--- src/rtl/slot_arb_pkg.sv ---
package slot_arb_pkg;
  localparam logic [3:0] NULL_CODE = 4'd2;

  typedef struct packed {
    logic advance;
    logic loadTimer;
  } arbStrobe_t;
endpackage

--- src/rtl/slot_arb_dp.sv ---
module slot_arb_dp
  import slot_arb_pkg::*;
#(
  parameter int NUM_SLOTS  = 16,
  parameter int CODE_W     = 4,
  parameter int REG_W      = 32,
  parameter int TMR_W      = 8,
  parameter int TMR_EN_BIT = 16,
  localparam int SLOT_W    = $clog2(NUM_SLOTS)
) (
  input  logic              clk,
  input  logic              rstN,
  input  logic              cfgWrEn,
  input  logic [1:0]        cfgSel,
  input  logic [REG_W-1:0]  cfgWrData,
  input  arbStrobe_t        strobe,
  output logic [CODE_W-1:0] slotCode,
  output logic [SLOT_W-1:0] slotIdx,
  output logic              timerExpired
);
  localparam int SLOTS_PER_REG = REG_W / CODE_W;
  localparam int NUM_TBL_REGS  = NUM_SLOTS / SLOTS_PER_REG;
  localparam int TMR_SEL       = NUM_TBL_REGS;

  logic [NUM_SLOTS*CODE_W-1:0] tblBits;
  logic [TMR_W-1:0]            tmrPreset;
  logic                        tmrDisable;
  logic [TMR_W-1:0]            tmrCount;
  logic [SLOT_W-1:0]           ptr;

  // Schedule storage: one packed word per configuration register
  always_ff @(posedge clk) begin
    if (!rstN) begin
      tblBits <= {NUM_SLOTS{CODE_W'(NULL_CODE)}};
    end else if (cfgWrEn) begin
      for (int r = 0; r < NUM_TBL_REGS; r++) begin
        if (cfgSel == 2'(r)) tblBits[r*REG_W +: REG_W] <= cfgWrData;
      end
    end
  end

  always_ff @(posedge clk) begin
    if (!rstN) begin
      tmrPreset  <= '0;
      tmrDisable <= 1'b1;
    end else if (cfgWrEn && cfgSel == 2'(TMR_SEL)) begin
      tmrPreset  <= cfgWrData[TMR_W-1:0];
      tmrDisable <= cfgWrData[TMR_EN_BIT];
    end
  end

  // Countdown loaded at grant start, free-running down to zero
  always_ff @(posedge clk) begin
    if (!rstN)                  tmrCount <= '0;
    else if (strobe.loadTimer)  tmrCount <= tmrPreset;
    else if (tmrCount != '0)    tmrCount <= tmrCount - 1'b1;
  end

  always_ff @(posedge clk) begin
    if (!rstN)               ptr <= '0;
    else if (strobe.advance) ptr <= ptr + 1'b1;
  end

  assign slotCode     = tblBits[ptr*CODE_W +: CODE_W];
  assign slotIdx      = ptr;
  assign timerExpired = !tmrDisable && (tmrCount == '0);
endmodule

--- src/rtl/slot_arb_ctrl.sv ---
module slot_arb_ctrl
  import slot_arb_pkg::*;
#(
  parameter int NUM_REQ = 8,
  parameter int CODE_W  = 4
) (
  input  logic               clk,
  input  logic               rstN,
  input  logic [NUM_REQ-1:0] reqIn,
  input  logic               grantDone,
  input  logic [CODE_W-1:0]  slotCode,
  input  logic               timerExpired,
  output arbStrobe_t         strobe,
  output logic [NUM_REQ-1:0] grantOut
);
  localparam int IDX_W = $clog2(NUM_REQ);

  logic               busy;
  logic               codeOk;
  logic               reqHit;
  logic [NUM_REQ-1:0] grantNext;

  assign busy   = |grantOut;
  assign codeOk = (int'(slotCode) < NUM_REQ) && (slotCode != CODE_W'(NULL_CODE));
  assign reqHit = codeOk && reqIn[slotCode[IDX_W-1:0]];

  always_comb begin
    strobe    = '0;
    grantNext = grantOut;
    if (!busy) begin
      if (reqHit) begin
        grantNext                        = '0;
        grantNext[slotCode[IDX_W-1:0]]   = 1'b1;
        strobe.loadTimer                 = 1'b1;
      end else begin
        strobe.advance = 1'b1;
      end
    end else if (grantDone || timerExpired) begin
      grantNext      = '0;
      strobe.advance = 1'b1;
    end
  end

  always_ff @(posedge clk) begin
    if (!rstN) grantOut <= '0;
    else       grantOut <= grantNext;
  end
endmodule

--- src/rtl/slot_arbiter.sv ---
module slot_arbiter
  import slot_arb_pkg::*;
#(
  parameter int NUM_SLOTS  = 16,
  parameter int NUM_REQ    = 8,
  parameter int CODE_W     = 4,
  parameter int REG_W      = 32,
  parameter int TMR_W      = 8,
  parameter int TMR_EN_BIT = 16
) (
  input  logic                         clk,
  input  logic                         rstN,
  input  logic                         cfgWrEn,
  input  logic [1:0]                   cfgSel,
  input  logic [REG_W-1:0]             cfgWrData,
  input  logic [NUM_REQ-1:0]           reqIn,
  input  logic                         grantDone,
  output logic [NUM_REQ-1:0]           grantOut,
  output logic [$clog2(NUM_SLOTS)-1:0] slotIdx
);
  arbStrobe_t        strobe;
  logic [CODE_W-1:0] slotCode;
  logic              timerExpired;

  slot_arb_dp #(
    .NUM_SLOTS(NUM_SLOTS), .CODE_W(CODE_W), .REG_W(REG_W),
    .TMR_W(TMR_W), .TMR_EN_BIT(TMR_EN_BIT)
  ) dp_i (
    .clk(clk), .rstN(rstN), .cfgWrEn(cfgWrEn), .cfgSel(cfgSel),
    .cfgWrData(cfgWrData), .strobe(strobe), .slotCode(slotCode),
    .slotIdx(slotIdx), .timerExpired(timerExpired)
  );

  slot_arb_ctrl #(.NUM_REQ(NUM_REQ), .CODE_W(CODE_W)) ctrl_i (
    .clk(clk), .rstN(rstN), .reqIn(reqIn), .grantDone(grantDone),
    .slotCode(slotCode), .timerExpired(timerExpired),
    .strobe(strobe), .grantOut(grantOut)
  );
endmodule

--- config.mk ---
export PLATFORM = sky130hd
export DESIGN_NAME = slot_arbiter
export DESIGN_NICKNAME = d
export VERILOG_FILES = /design/src/rtl/slot_arb_pkg.sv /design/src/rtl/slot_arb_dp.sv /design/src/rtl/slot_arb_ctrl.sv /design/src/rtl/slot_arbiter.sv
export SDC_FILE = /design/constraint.sdc
export NUM_CORES = 1
export LEC_CHECK = 0
export ABC_AREA = 1
export BUFFER_PORTS_ARGS = -buffer_cell sky130_fd_sc_hd__buf_2
export CAP_MARGIN = 20
export CORE_UTILIZATION = 50
export CTS_CLUSTER_SIZE = 25
export DETAILED_ROUTE_END_ITERATION = 7
export PLACE_DENSITY = 0.79
export SLEW_MARGIN = 20
export SYNTH_ARGS = -nofsm -noshare
export SYNTH_HDL_FRONTEND = slang
export SYNTH_HIERARCHICAL = 1
export SYNTH_SLANG_ARGS = --single-unit
--- constraint.sdc ---
create_clock -name clk -period 4.25 [get_ports clk]
set_clock_uncertainty 0.15 [all_clocks]
set_input_delay 0.2125 -clock clk [delete_from_list [all_inputs] [get_ports clk]]
set_output_delay 0.2125 -clock clk [all_outputs]
set_load 0.05 [all_outputs]
==> flow_summary.json <==
{
  "grt.total_usage_pct": 23.9,
  "place_congestion": 0.915,
  "hold_viol_final": 0,
  "grt_pass1_wl_mm": 17.0,
  "synth_top_family_by_area": "simple AND/OR/NAND/NOR gates",
  "clk_pin_slew_ns": 0.09,
  "layout-drive-gt1-share_pct": 15.0,
  "die_area_um2": 9140,
  "rr_endpoint": "dp_i/slotIdx[3]",
  "clock_latency_ns": 0.36,
  "max_slew_margin_pct": 47.3,
  "synth_cell_types": 27,
  "cts_root_buf": "clkbuf_8",
  "netlist_area_um2": 4380,
  "fin_cells": 791,
  "htree_num_levels": 3,
  "required_ns": 4.38,
  "dp_hpwl_mm": 7.11,
  "synth-edff-count": 0,
  "syn_to_final_growth_pct": 18.3,
  "clock_path_buffers": 2,
  "min_period_over_period_pct": 79.1,
  "die_height_um": 95.6,
  "path_common_cell": "nand2_1",
  "die_w_um": 95.6,
  "hold_class": "in2reg",
  "n_antenna_cell": 0,
  "p_leak_nw": 2.20,
  "dr.pass1.iters": 5,
  "syn-num-nets": 664,
  "status": "finished, final reports clean",
  "multi_input_area_um2": 2060,
  "dominantRegCellSynth": "dfxtp_1",
  "critPathMaxStageDelay_ns": 0.81,
  "r2r_start": "dp_i/slotIdx[1]",
  "io_pins": 58,
  "holdPathStages": 3,
  "dp_cells": 746,
  "fin_crit_ns": 3.36,
  "coreArea_um2": 8340,
  "post-cts-setup-buffer-count": 0,
  "start_kind": "flip-flop",
  "cp_max_fo": 22,
  "numCtsBuffers": 9,
  "netlist_instances": 615,
  "vias_per_cell": 5.25,
  "vias": 4156,
  "p_per_area_nw_per_um2": 571,
  "crit_chain": "buf_4, a21oi_1, o21ai_0, nand3_1, nand3_1, nand2_1, inv_1, nand2_1, o21bai_1, nor2_4, o21a_4, nor2_1, nand2_1, nor2_1, a21oi_1, nor3_1",
  "rsz0062_at_grt": "no",
  "fillers": 748,
  "grt_pass1_vias": 3678,
  "cp.arrival_ns": 3.49,
  "slew_violations": 0,
  "synth_compound_area_share_pct": 20.7,
  "path_class": "reg2reg",
  "io_buffer_count": 57,
  "synth-simple-area-share_pct": 25.0,
  "critPathSlowestCell": "dfxtp_1",
  "drc_errors": 0,
  "end_kind": "flip-flop",
  "post_drt_wl_per_cell_um": 13.2,
  "async_flop_share_pct": 0,
  "yosysWarnings": 6,
  "synth_adder_area_share_pct": 0.857,
  "grt.overflow.total": 0,
  "clock-sinks": 93,
  "clock.fmax_mhz": 297,
  "regArea_um2": 1860,
  "rrSetupSlack_ns": 0.89,
  "setup_viol": 0,
  "num-nets-final": 730,
  "peakVddDrop_mv": 0.279,
  "grt_antenna_before_repair": 0,
  "routed_wl_mm": 10.4,
  "synth_xor_area_share_pct": 0.600,
  "min_from": "cfgWrData[23]",
  "ys_ff_latch": 93,
  "hold_end": "dp_i/tblBits[23]",
  "seq_area_frac_synth_pct": 42.5,
  "dr.first_iter.drc_count": 353,
  "start_util_pct": 52.5,
  "cp-startpoint": "dp_i/slotIdx[1]",
  "synthMuxAreaShare_pct": 0,
  "avgSynthCellArea_um2": 7.12,
  "rows": 33,
  "ant_nets": 0,
  "tightestPinTransition_ns": 0.790,
  "reg2reg_depth": 16,
  "setup_tns_ns": 0,
  "cts_tree": "done",
  "drv_cap": 0,
  "grt_max_degree": 69
}
## area by class of cell
type / count / area share, %
sequential: 93 / 35.9
multi-input combinational: 417 / 39.8
tap: 105 / 2.53
clock inverter: 7 / 2.34
timing repair buffer: 91 / 11.8
clock buffer: 9 / 2.39
inverter: 69 / 5.14
## synth_stat cells, types with 5 or more instances
master	count	share of area (%)
nand2_2	9	1.3
buf_2	19	2.2
nand2_1	115	9.9
inv_1	65	5.6
o211ai_1	26	4.5
a21oi_1	67	7.7
nand3_1	49	5.6
nor2_1	60	5.1
o21ai_0	64	7.3
clkbuf_1	12	1.0
dfxtp_1	93	42
nor3_1	5	0.57
## per-stage QoR
| stage | setup WS (ns) | util [%] | power, mW | hold WS (ns) | area (um^2) |
|---|---|---|---|---|---|
| 4_1_cts | 0.967 | 62.2 | 2.96 | 0.00449 | 5180 |
| 3_5_place_dp | 0.985 | 55.7 | 2.23 | 0.288 | 4650 |
| 3_3_place_gp | 1.14 | 55.7 | 2.19 | 0.277 | 4650 |
| 5_1_grt | 0.520 | 62.2 | 3.17 | 0.00284 | 5180 |
| 2_1_floorplan | 1.39 | - | 2.05 | 0.176 | 4380 |
| 6_report | 0.886 | 62.2 | 2.96 | 0.0114 | 5180 |
## flip-flops by register name, summed over array words and instances (netlist names)
register	count
ctrl_i/grantOut	8
dp_i/slotIdx	4
dp_i/tblBits	64
dp_i/tmrCount	8
dp_i/tmrDisable	1
dp_i/tmrPreset	8
## worst max-delay path by stage
stage                      endpoint  slack [ns]  cells after the start
floorplan           dp_i/slotIdx[3]        1.39                     18
global placement    dp_i/slotIdx[3]        1.14                     16
detailed placement  dp_i/slotIdx[3]        0.98                     15
CTS                 dp_i/slotIdx[3]        0.97                     15
global route        dp_i/slotIdx[3]        0.52                     16
finish              dp_i/slotIdx[3]        0.89                     16
## metal layers
metal  global-route usage (%)  vias up  wire length (um)
li1                         -     2148                 -
met5                        0        -                 0
met3                     3.43       15               439
met2                     40.8      102              5070
met1                     30.3     1891              4720
met4                     9.20        0               182
## cell families after synthesis
logic type	Yosys count
XOR/XNOR	3
adder cells (fa/ha/maj)	3
buffers and inverters	105
AND/OR/NAND/NOR	250
flip-flops	93
AO/OA/AOI/OAI	161
## worst max-delay path, delay by kind of cell (launching register included)
| kind | cells | cell delay (ns) |
|---|---|---|
| flip-flops | 1 | 0.81 |
| buffers and inverters | 2 | 0.40 |
| AO/OA/AOI/OAI | 5 | 0.66 |
| AND/OR/NAND/NOR | 9 | 1.25 |
## where the power goes
part,leakage (nW),total [mW],internal (mW),switching [mW]
sequential,0.762,1.06,0.955,0.109
combinational,1.33,1.19,0.414,0.772
clock,0.112,0.708,0.392,0.315
total,2.20,2.96,1.76,1.20
## cells in the final DEF, fill, tap and decap left out
master	count
nor4_1	1
dlygate4sd3_1	29
xor2_1	1
inv_1	65
ha_1	3
dfxtp_1	92
buf_2	57
xnor2_1	2
nand2_1	115
nor2_1	60
inv_6	1
clkinvlp_4	3
buf_4	5
o211ai_1	26
o21bai_1	1
o21ai_4	2
nand2_2	9
nand2_4	2
nor2_4	3
clkbuf_8	9
a21oi_1	67
o21ai_0	64
nand4_1	3
nand3_2	3
o21a_4	1
nor3_1	5
inv_2	3
dfxtp_2	1
bufinv_16	3
nand3_1	49
inv_8	1
## repair_timing
| item | in CTS | in global routing |
|---|---|---|
| hold buffers | 29 | 0 |
| endpoints found under the hold margin | 51 | 0 |
| resized for setup | 0 | 0 |
(Power assumes the default switching activity.)
